File: src/rtl/mdio_tgt_pkg.sv
`timescale 1ns/1ps
package mdio_tgt_pkg;

    localparam int PRE_LEN = 32;
    localparam int FIELD_W = 5;
    localparam int DATA_W  = 16;
    localparam int BYTE_W  = 8;
    localparam int CNT_W   = $clog2(DATA_W);

    localparam logic [1:0] OP_RD = 2'b10;
    localparam logic [1:0] OP_WR = 2'b01;

    typedef enum logic [2:0] {
        PH_HUNT,
        PH_SOF,
        PH_OP,
        PH_DEV,
        PH_REG,
        PH_TA1,
        PH_TA2,
        PH_DATA
    } phase_t;

    typedef struct packed {
        logic               ext;
        logic               hit;
        logic               live;
        logic [BYTE_W-1:0]  index;
    } sel_t;

    function automatic logic ext_sel(input logic [FIELD_W-1:0] dev);
        return dev[2] & dev[1];
    endfunction

    function automatic logic [BYTE_W-1:0] ext_index(input logic [FIELD_W-1:0] dev,
                                                    input logic [FIELD_W-1:0] ra);
        return {dev[4:3], dev[0], ra};
    endfunction

    function automatic logic std_reg_ok(input logic [FIELD_W-1:0] ra);
        return (ra <= 5'd5) || (ra == 5'd29) || (ra == 5'd31);
    endfunction

endpackage

File: src/rtl/mdio_pre_det.sv
`timescale 1ns/1ps
module mdio_pre_det #(
    parameter int PRE_LEN = 32
) (
    input  logic clk,
    input  logic rst,
    input  logic bit_i,
    input  logic hold,
    output logic pre_ok
);
    localparam int CW = $clog2(PRE_LEN + 1);

    logic [CW-1:0] run;

    assign pre_ok = (run == CW'(PRE_LEN));

    always_ff @(posedge clk) begin
        if (rst || hold || !bit_i) begin
            run <= '0;
        end else if (!pre_ok) begin
            run <= run + 1'b1;
        end
    end
endmodule

File: src/rtl/mdio_addr_dec.sv
`timescale 1ns/1ps
module mdio_addr_dec
    import mdio_tgt_pkg::*;
#(
    parameter int NUM_PORTS = 5,
    parameter int PHY_BASE  = 1,
    parameter int PORT_W    = 3
) (
    input  logic [FIELD_W-1:0] dev,
    input  logic [FIELD_W-1:0] ra,
    output sel_t               sel,
    output logic [PORT_W-1:0]  port
);
    localparam int RW = FIELD_W + 1;
    localparam logic [RW-1:0] BASE_W = RW'(PHY_BASE);
    localparam logic [RW-1:0] NP_W   = RW'(NUM_PORTS);

    logic [RW-1:0] rel;
    logic          std_hit;
    logic          is_ext;

    assign rel     = {1'b0, dev} - BASE_W;
    assign std_hit = ({1'b0, dev} >= BASE_W) && (rel < NP_W);
    assign is_ext  = ext_sel(dev);

    always_comb begin
        sel.ext   = is_ext;
        sel.hit   = is_ext || std_hit;
        sel.live  = is_ext || std_reg_ok(ra);
        sel.index = is_ext ? ext_index(dev, ra) : {3'b000, ra};
        port      = rel[PORT_W-1:0];
    end
endmodule

File: src/rtl/mdio_frame_fsm.sv
`timescale 1ns/1ps
module mdio_frame_fsm
    import mdio_tgt_pkg::*;
#(
    parameter int NUM_PORTS = 5,
    parameter int PHY_BASE  = 1,
    parameter int PORT_W    = 3
) (
    input  logic               clk,
    input  logic               rst,
    input  logic               bit_i,
    input  logic               pre_ok,
    output phase_t             phase,
    output logic               rd_mode,
    output logic               tx_msb,
    output logic               acc_rd,
    output logic               acc_wr,
    output logic               acc_ext,
    output logic [PORT_W-1:0]  acc_port,
    output logic [BYTE_W-1:0]  acc_index,
    output logic [DATA_W-1:0]  acc_wdata,
    input  logic [DATA_W-1:0]  acc_rdata
);
    localparam logic [CNT_W-1:0] LAST_OP    = CNT_W'(1);
    localparam logic [CNT_W-1:0] LAST_FIELD = CNT_W'(FIELD_W - 1);
    localparam logic [CNT_W-1:0] LAST_DATA  = CNT_W'(DATA_W - 1);

    logic [CNT_W-1:0]   cnt;
    logic [1:0]         op_q;
    logic [1:0]         op_nxt;
    logic [FIELD_W-1:0] dev_q;
    logic [FIELD_W-1:0] ra_q;
    logic [FIELD_W-1:0] ra_nxt;
    logic [DATA_W-1:0]  shreg;
    logic [DATA_W-1:0]  sh_nxt;
    logic               live_q;
    sel_t               sel;
    logic [PORT_W-1:0]  sel_port;

    assign op_nxt = {op_q[0], bit_i};
    assign ra_nxt = {ra_q[FIELD_W-2:0], bit_i};
    assign sh_nxt = {shreg[DATA_W-2:0], bit_i};
    assign tx_msb = shreg[DATA_W-1];

    mdio_addr_dec #(
        .NUM_PORTS (NUM_PORTS),
        .PHY_BASE  (PHY_BASE),
        .PORT_W    (PORT_W)
    ) u_dec (
        .dev  (dev_q),
        .ra   (ra_nxt),
        .sel  (sel),
        .port (sel_port)
    );

    always_ff @(posedge clk) begin
        if (rst) begin
            phase     <= PH_HUNT;
            cnt       <= '0;
            op_q      <= '0;
            dev_q     <= '0;
            ra_q      <= '0;
            shreg     <= '0;
            rd_mode   <= 1'b0;
            live_q    <= 1'b0;
            acc_rd    <= 1'b0;
            acc_wr    <= 1'b0;
            acc_ext   <= 1'b0;
            acc_port  <= '0;
            acc_index <= '0;
            acc_wdata <= '0;
        end else begin
            acc_rd <= 1'b0;
            acc_wr <= 1'b0;
            unique case (phase)
                PH_HUNT: begin
                    if (pre_ok && !bit_i) phase <= PH_SOF;
                end
                PH_SOF: begin
                    cnt   <= '0;
                    phase <= bit_i ? PH_OP : PH_HUNT;
                end
                PH_OP: begin
                    op_q <= op_nxt;
                    if (cnt == LAST_OP) begin
                        cnt   <= '0;
                        phase <= (op_nxt == OP_RD || op_nxt == OP_WR) ? PH_DEV : PH_HUNT;
                    end else begin
                        cnt <= cnt + 1'b1;
                    end
                end
                PH_DEV: begin
                    dev_q <= {dev_q[FIELD_W-2:0], bit_i};
                    if (cnt == LAST_FIELD) begin
                        cnt   <= '0;
                        phase <= PH_REG;
                    end else begin
                        cnt <= cnt + 1'b1;
                    end
                end
                PH_REG: begin
                    ra_q <= ra_nxt;
                    if (cnt == LAST_FIELD) begin
                        cnt <= '0;
                        if (sel.hit) begin
                            phase     <= PH_TA1;
                            rd_mode   <= (op_q == OP_RD);
                            acc_rd    <= (op_q == OP_RD) && sel.live;
                            live_q    <= sel.live;
                            acc_ext   <= sel.ext;
                            acc_port  <= sel_port;
                            acc_index <= sel.index;
                        end else begin
                            phase <= PH_HUNT;
                        end
                    end else begin
                        cnt <= cnt + 1'b1;
                    end
                end
                PH_TA1: begin
                    phase <= PH_TA2;
                    if (rd_mode) begin
                        if (!live_q)      shreg <= '0;
                        else if (acc_ext) shreg <= {{(DATA_W-BYTE_W){1'b0}}, acc_rdata[BYTE_W-1:0]};
                        else              shreg <= acc_rdata;
                    end
                end
                PH_TA2: begin
                    phase <= PH_DATA;
                    cnt   <= '0;
                end
                PH_DATA: begin
                    shreg <= sh_nxt;
                    if (cnt == LAST_DATA) begin
                        phase   <= PH_HUNT;
                        cnt     <= '0;
                        rd_mode <= 1'b0;
                        if (!rd_mode && live_q) begin
                            acc_wr    <= 1'b1;
                            acc_wdata <= acc_ext ? {{(DATA_W-BYTE_W){1'b0}}, sh_nxt[BYTE_W-1:0]}
                                                 : sh_nxt;
                        end
                    end else begin
                        cnt <= cnt + 1'b1;
                    end
                end
            endcase
        end
    end
endmodule

File: src/rtl/mdio_tx_drv.sv
`timescale 1ns/1ps
module mdio_tx_drv
    import mdio_tgt_pkg::*;
(
    input  logic   clk,
    input  logic   rst,
    input  phase_t phase,
    input  logic   rd_mode,
    input  logic   tx_msb,
    output logic   mdio_o,
    output logic   mdio_oe
);
    always_ff @(negedge clk) begin
        if (rst) begin
            mdio_oe <= 1'b0;
            mdio_o  <= 1'b0;
        end else begin
            mdio_oe <= rd_mode && (phase == PH_TA2 || phase == PH_DATA);
            mdio_o  <= (phase == PH_DATA) ? tx_msb : 1'b0;
        end
    end
endmodule

File: src/rtl/mdio_mgmt_target.sv
`timescale 1ns/1ps
module mdio_mgmt_target
    import mdio_tgt_pkg::*;
#(
    parameter int NUM_PORTS = 5,
    parameter int PHY_BASE  = 1,
    parameter int PORT_W    = (NUM_PORTS > 1) ? $clog2(NUM_PORTS) : 1
) (
    input  logic              clk,
    input  logic              rst,
    input  logic              mdio_i,
    output logic              mdio_o,
    output logic              mdio_oe,
    output logic              acc_rd,
    output logic              acc_wr,
    output logic              acc_ext,
    output logic [PORT_W-1:0] acc_port,
    output logic [7:0]        acc_index,
    output logic [15:0]       acc_wdata,
    input  logic [15:0]       acc_rdata
);
    phase_t phase;
    logic   rd_mode;
    logic   tx_msb;
    logic   pre_ok;
    logic   busy;

    assign busy = (phase != PH_HUNT);

    mdio_pre_det #(
        .PRE_LEN (PRE_LEN)
    ) u_pre (
        .clk    (clk),
        .rst    (rst),
        .bit_i  (mdio_i),
        .hold   (busy),
        .pre_ok (pre_ok)
    );

    mdio_frame_fsm #(
        .NUM_PORTS (NUM_PORTS),
        .PHY_BASE  (PHY_BASE),
        .PORT_W    (PORT_W)
    ) u_fsm (
        .clk       (clk),
        .rst       (rst),
        .bit_i     (mdio_i),
        .pre_ok    (pre_ok),
        .phase     (phase),
        .rd_mode   (rd_mode),
        .tx_msb    (tx_msb),
        .acc_rd    (acc_rd),
        .acc_wr    (acc_wr),
        .acc_ext   (acc_ext),
        .acc_port  (acc_port),
        .acc_index (acc_index),
        .acc_wdata (acc_wdata),
        .acc_rdata (acc_rdata)
    );

    mdio_tx_drv u_tx (
        .clk     (clk),
        .rst     (rst),
        .phase   (phase),
        .rd_mode (rd_mode),
        .tx_msb  (tx_msb),
        .mdio_o  (mdio_o),
        .mdio_oe (mdio_oe)
    );
endmodule

File: config.mk
export PLATFORM = sky130hd
export DESIGN_NAME = mdio_mgmt_target
export DESIGN_NICKNAME = d
export VERILOG_FILES = /design/src/rtl/mdio_tgt_pkg.sv /design/src/rtl/mdio_pre_det.sv /design/src/rtl/mdio_addr_dec.sv /design/src/rtl/mdio_frame_fsm.sv /design/src/rtl/mdio_tx_drv.sv /design/src/rtl/mdio_mgmt_target.sv
export SDC_FILE = /design/constraint.sdc
export NUM_CORES = 1
export LEC_CHECK = 0
export CORE_UTILIZATION = 55
export DETAILED_ROUTE_END_ITERATION = 6
export GPL_TIMING_DRIVEN = 0
export PLACE_DENSITY = 0.9
export SETUP_SLACK_MARGIN = 0.02
export SLEW_MARGIN = 30
export SYNTH_ARGS = -nofsm -noshare
export SYNTH_HDL_FRONTEND = slang
export SYNTH_HIERARCHICAL = 1
export SYNTH_SLANG_ARGS = --single-unit
File: constraint.sdc
create_clock -name clk -period 6 [get_ports clk]
set_input_delay 0.6 -clock clk [delete_from_list [all_inputs] [get_ports clk]]
set_output_delay 0.6 -clock clk [all_outputs]
set_load 0.02 [all_outputs]
==> impl_metrics.ini, run 1 <==
[critical_path]
cpMaxStageDelayCell = clkdlybuf4s50_1
critPathMaxFanout = 1
critPathKind = flop to primary output
crit_chain = clkdlybuf4s50_1
end_kind = primary output
r2r-end = u_tx/mdio_oe$_SDFF_NP0_
regToRegSetupSlack_ns = 2.23
r2r_start = u_fsm/rd_mode$_SDFFE_PP0P_
critPathLaunchType = flop
cp.required_ns = 5.40
crit_arrival_ns = 4.28
r2r_cells = 1
slowest_delay_ns = 0.59
path_delay_family = buffers and inverters
path_buf_inv = 1

[timing]
hold_viol_final = 0
worst_pin_slew_ns = 0.844
slew_headroom = 0.434
fin_skew_ns = 0.0390
tns_ns = 0
drv_slew = 0
rsz0062_at_grt = no
finalSetupViolCount = 0

[die]
num_io_pins = 51
core_mm2 = 0.00599
core.rowCount = 28
die-area_mm2 = 0.00661
die_y_um = 81.3
die_x_um = 81.3
start_util = 0.577

[clock_network]
cts_sinks = 74
worstSkewPairLatency_ns = 0.39
cts_tree = built
cts_hold_buf = 0
ctsResizeCount = 0
cts_setup_buffers = 0
cts.path.max_buffers = 2
clk_pin_slew_ns = 0.08
cts_buffers = 9
ctsRootBufferMaster = clkbuf_8
htreeDepth = 3

[routing]
vias = 3217
wl_per_cell_um = 15.0
route.detailed.drc = 0
initialDrtViolationCount = 265
vias_per_cell = 5.87
antenna_left = 0
dr.pass1.iters = 7
wl_um = 8240

[power_and_ir_drop]
leakagePower_nw = 1.46
ir_drop_mv = 0.172
cellPowerDensity_mw_per_mm2 = 220

[final_layout]
syn_to_final_growth_pct = 23.3
diodes = 0
final_util = 0.712
fill_cells = 465
nNetsFinal = 494
postLayoutCellArea_mm2 = 0.00426
drive_gt1_frac = 0.101

[hold_path]
hp-class = flop to flop
hold_path_depth = 2
hold_start = u_fsm/acc_index[4]$_SDFFE_PP0P_
hold_end = u_fsm/acc_index[4]$_SDFFE_PP0P_

[synthesis]
yosysTopAreaCell = dfxtp_1
ys.flop_type = dfxtp_1
synth_edf_count = 0
synth.distinct_cells = 60
netlist_area_mm2 = 0.00346
postSynthCellCount = 406
syn_area_per_cell_um2 = 8.52
synth_nets = 432
ys_ff_latch = 74
yosys.area.top_type_share = 0.428
synth_area_leaders = dfxtp_1 (43%), nand2_1 (8.0%), a21oi_1 (5.8%)
async_flop_share = 0
ys_seq_area_frac = 0.428
ys.warnings.count = 6
yosys-top-cells-count = dfxtp_1 (74), nand2_1 (74), a21oi_1 (40), nor2_1 (32), nand3_1 (16)

[global_route]
grt_overflow = 0
grt_pass1_vias = 2851
grt_pass1_wl_um = 13200
grt_antenna_before_repair = 0
grt_max_degree = 16
grt_usage = 0.264

[placement]
port_buffers = 50
placed_cell_area_mm2 = 0.00405
hpwl_um = 5900
gp_congestion = 0.890

[job]
max_cap_violations = 0

[run_status]
status = completed
power breakdown:
part           switching (W)  leakage, nW  internal [W]
logic              0.0000204        0.750     0.0000163
clock network       0.000209        0.109      0.000200
registers         0.00000118        0.596      0.000492
logic make-up (layout without fill, tap and decap cells):
kind of cell | after synthesis | count (layout) | share of synthesized area
buffers and inverters | 44 | 111 | 0.0669
and+or+nand+nor | 175 | 175 | 0.261
DFF | 74 | 74 | 0.428
muxes | 10 | 10 | 0.0304
xor gates and xnor gates | 8 | 8 | 0.0203
adders and majority gates | 7 | 7 | 0.0253
AOI/OAI and AO/OA | 88 | 88 | 0.168
state kept, by name, summed over array words and instances, names as in the netlist, 2 cells and up:
| name | cells |
|---|---|
| u_fsm/cnt | 4 |
| u_fsm/acc_port | 3 |
| u_fsm/dev_q | 5 |
| u_fsm/shreg | 16 |
| u_fsm/acc_wdata | 16 |
| u_fsm/acc_index | 8 |
| u_fsm/ra_q | 4 |
| u_pre/run | 6 |
| u_fsm/op_q | 2 |
| u_fsm/phase | 3 |
worst max path at each step:
stage	start	endpoint	cells after the start
after CTS	u_tx/mdio_oe$_SDFF_NP0_	mdio_oe	1
final	u_tx/mdio_oe$_SDFF_NP0_	mdio_oe	1
after floorplan	u_tx/mdio_o$_SDFF_NP0_	mdio_o	0
after global routing	u_tx/mdio_oe$_SDFF_NP0_	mdio_oe	1
after global placement	u_tx/mdio_oe$_SDFF_NP0_	mdio_oe	1
after detailed placement	u_tx/mdio_o$_SDFF_NP0_	mdio_o	1
placed cells by master, fill, tap and decap left out, types with 3 or more instances in the layout:
master,count
a31oi_1,4
xnor2_1,3
nand3b_1,9
inv_1,12
nand3_1,16
nand2_1,74
clkdlybuf4s50_1,50
a311oi_1,9
dfxtp_1,74
nor2_1,32
xor2_1,5
nor2b_1,6
and3_1,5
a222oi_1,7
or3_1,4
buf_4,10
clkbuf_8,9
o21ai_0,11
buf_2,5
mux2i_1,9
clkbuf_1,14
ha_1,7
a211oi_1,3
buf_6,3
a21oi_1,40
nor3_1,5
stage by stage:
stage	setup WS [ns]	cells	total power, W	hold slack, ns
final	1.12	548	0.000939	0.457
after global placement	1.52	531	0.000542	0.441
after detailed placement	1.51	531	0.000543	0.445
after global routing	1.06	548	0.000964	0.476
after floorplan	2.00	406	0.000523	0.444
after CTS	1.10	548	0.000943	0.459
layer usage:
layer / part of all wire / global-route usage
met5: 0 / 0
met4: 0.018 / 0.125
met3: 0.063 / 0.0416
met2: 0.47 / 0.432
met1: 0.45 / 0.338
area by class of cell:
type | instances | area [um^2] | area share
sequential | 74 | 1480 | 0.348
multi-input combinational | 288 | 1750 | 0.409
inverter | 10 | 37.5 | 0.00881
buffer | 33 | 190 | 0.0446
clock buffer | 9 | 124 | 0.0291
timing repair buffer | 50 | 500 | 0.117
clock inverter | 9 | 90.1 | 0.0211
tap | 75 | 93.8 | 0.0220
No activity file was read; power rests on OpenSTA's default activity.
==> inputs of run 2 (changes only) <==
--- a/config.mk
+++ b/config.mk
@@ -5,10 +5,10 @@
 export SDC_FILE = /design/constraint.sdc
 export NUM_CORES = 1
 export LEC_CHECK = 0
-export CORE_UTILIZATION = 55
+export CORE_UTILIZATION = 49
 export DETAILED_ROUTE_END_ITERATION = 6
 export GPL_TIMING_DRIVEN = 0
-export PLACE_DENSITY = 0.9
+export PLACE_DENSITY = 0.85
 export SETUP_SLACK_MARGIN = 0.02
 export SLEW_MARGIN = 30
 export SYNTH_ARGS = -nofsm -noshare
==> constraint.sdc (replaced) <==
create_clock -name clk -period 4.1 [get_ports clk]
set_input_delay 0.41 -clock clk [delete_from_list [all_inputs] [get_ports clk]]
set_output_delay 0.41 -clock clk [all_outputs]
set_load 0.02 [all_outputs]
==> impl_metrics.ini, run 2 (synthesis results as in run 1) <==
[run_status]
status = completed

[final_layout]
final_util = 0.635
diodes = 0
syn_to_final_growth_pct = 24.8
top_regs = u_fsm/acc_wdata (16), u_fsm/shreg (16), u_fsm/acc_index (8)
postLayoutCellArea_mm2 = 0.00432
drive_gt1_frac = 0.101
fill_cells = 549
final_cell_mix = nand2_1 (74), dfxtp_1 (74), clkdlybuf4s50_1 (50)
nNetsFinal = 494

[power_and_ir_drop]
ir_drop_mv = 0.183
pwr-share-clk = 0.462
intPower_w = 0.00111
cellPowerDensity_mw_per_mm2 = 333
pwr-share-comb = 0.037
power_switching_w = 0.000326
seqPwrFrac = 0.502
switching_share = 0.227
leakagePower_nw = 1.47

[critical_path]
cpMaxStageDelayCell = clkdlybuf4s50_1
end_kind = primary output
path_delay_family = buffers and inverters
crit_arrival_ns = 3.34
critPathLaunchType = flop
crit_chain = clkdlybuf4s50_1
critPathMaxFanout = 1
path_buf_inv = 1
slowest_delay_ns = 0.59
critPathKind = flop to primary output
cp.required_ns = 3.69

[timing]
rsz0062_at_grt = no
hold_viol_final = 0
worst_pin_slew_ns = 0.803
tns_ns = 0
drv_slew = 0
worst_hold_slack_ns = 0.454
slew_headroom = 0.461
fin_skew_ns = 0.0470
finalSetupViolCount = 0

[clock_network]
cts_hold_buf = 0
ctsRootBufferMaster = clkbuf_8
cts_setup_buffers = 0
cts_tree = built
clk_pin_slew_ns = 0.09
cts_sinks = 74
worstSkewPairLatency_ns = 0.38
htreeDepth = 3
cts_buffers = 9
ctsResizeCount = 0
cts.path.max_buffers = 2

[routing]
wl_per_cell_um = 14.9
antenna_left = 0
initialDrtViolationCount = 285
route.detailed.drc = 0
vias = 3253
wl_um = 8460
vias_per_cell = 5.72
dr.pass1.iters = 6

[die]
die_y_um = 86.0
die-area_mm2 = 0.00740
core_mm2 = 0.00679
core.rowCount = 30
start_util = 0.509
die_x_um = 86.0
num_io_pins = 51

[global_route]
grt_antenna_before_repair = 0
grt_max_degree = 15
grt_pass1_vias = 2946
grt_pass1_wl_um = 13900
grt_usage = 0.238
grt_overflow = 0

[placement]
hpwl_um = 6050
gp_congestion = 0.946
placed_cell_area_mm2 = 0.00408
port_buffers = 50

[job]
max_cap_violations = 0

[hold_path]
hp-class = flop to flop
-- run 2: path summary, 6_finish.rpt --
kind                                    startpoint                               end  slack (ns)  cells past startpoint
hold / removal    u_fsm/acc_wdata[14]$_SDFFE_PP0P_  u_fsm/acc_wdata[14]$_SDFFE_PP0P_        0.45                      2
hold reg to reg   u_fsm/acc_wdata[14]$_SDFFE_PP0P_  u_fsm/acc_wdata[14]$_SDFFE_PP0P_        0.45                      2
setup reg to reg       u_fsm/dev_q[1]$_SDFFE_PP0P_         u_fsm/live_q$_SDFFE_PP0P_        1.28                      9
setup / recovery            u_tx/mdio_o$_SDFF_NP0_                            mdio_o        0.35                      1
-- run 2: area by class of cell --
| class | count | area [um^2] | share of cell area |
|---|---|---|---|
| multi-input cells | 288 | 1750 | 0.404 |
| flip-flops and latches | 74 | 1480 | 0.343 |
| repair buffers | 50 | 500 | 0.116 |
| plain buffers | 33 | 190 | 0.0441 |
| clock buffers | 10 | 138 | 0.0319 |
| well taps | 96 | 120 | 0.0278 |
| clock inverters | 8 | 103 | 0.0238 |
| inverters | 10 | 37.5 | 0.00870 |
-- run 2: stage by stage --
step	setup slack, ns	cells	total power [W]
floorplan	1.24	406	0.000766
global placement	0.740	552	0.000794
detailed placement	0.736	552	0.000795
CTS	0.330	569	0.00145
global route	0.290	569	0.00149
finish	0.350	569	0.00144
-- run 2: metal layers --
metal  global-route usage  part of all wire
met1                0.305              0.43
met2                0.392              0.49
met3               0.0375             0.061
met4                0.117             0.017
met5                    0                 0
-- run 2: power by group through the flow --
stage           Clock [W]  Sequential (W)  Combinational (W)
2_1_floorplan  0.00000458        0.000738          0.0000234
3_3_place_gp   0.00000458        0.000738          0.0000510
3_5_place_dp   0.00000458        0.000738          0.0000520
4_1_cts          0.000673        0.000721          0.0000523
5_1_grt          0.000708        0.000722          0.0000567
6_report         0.000664        0.000721          0.0000528
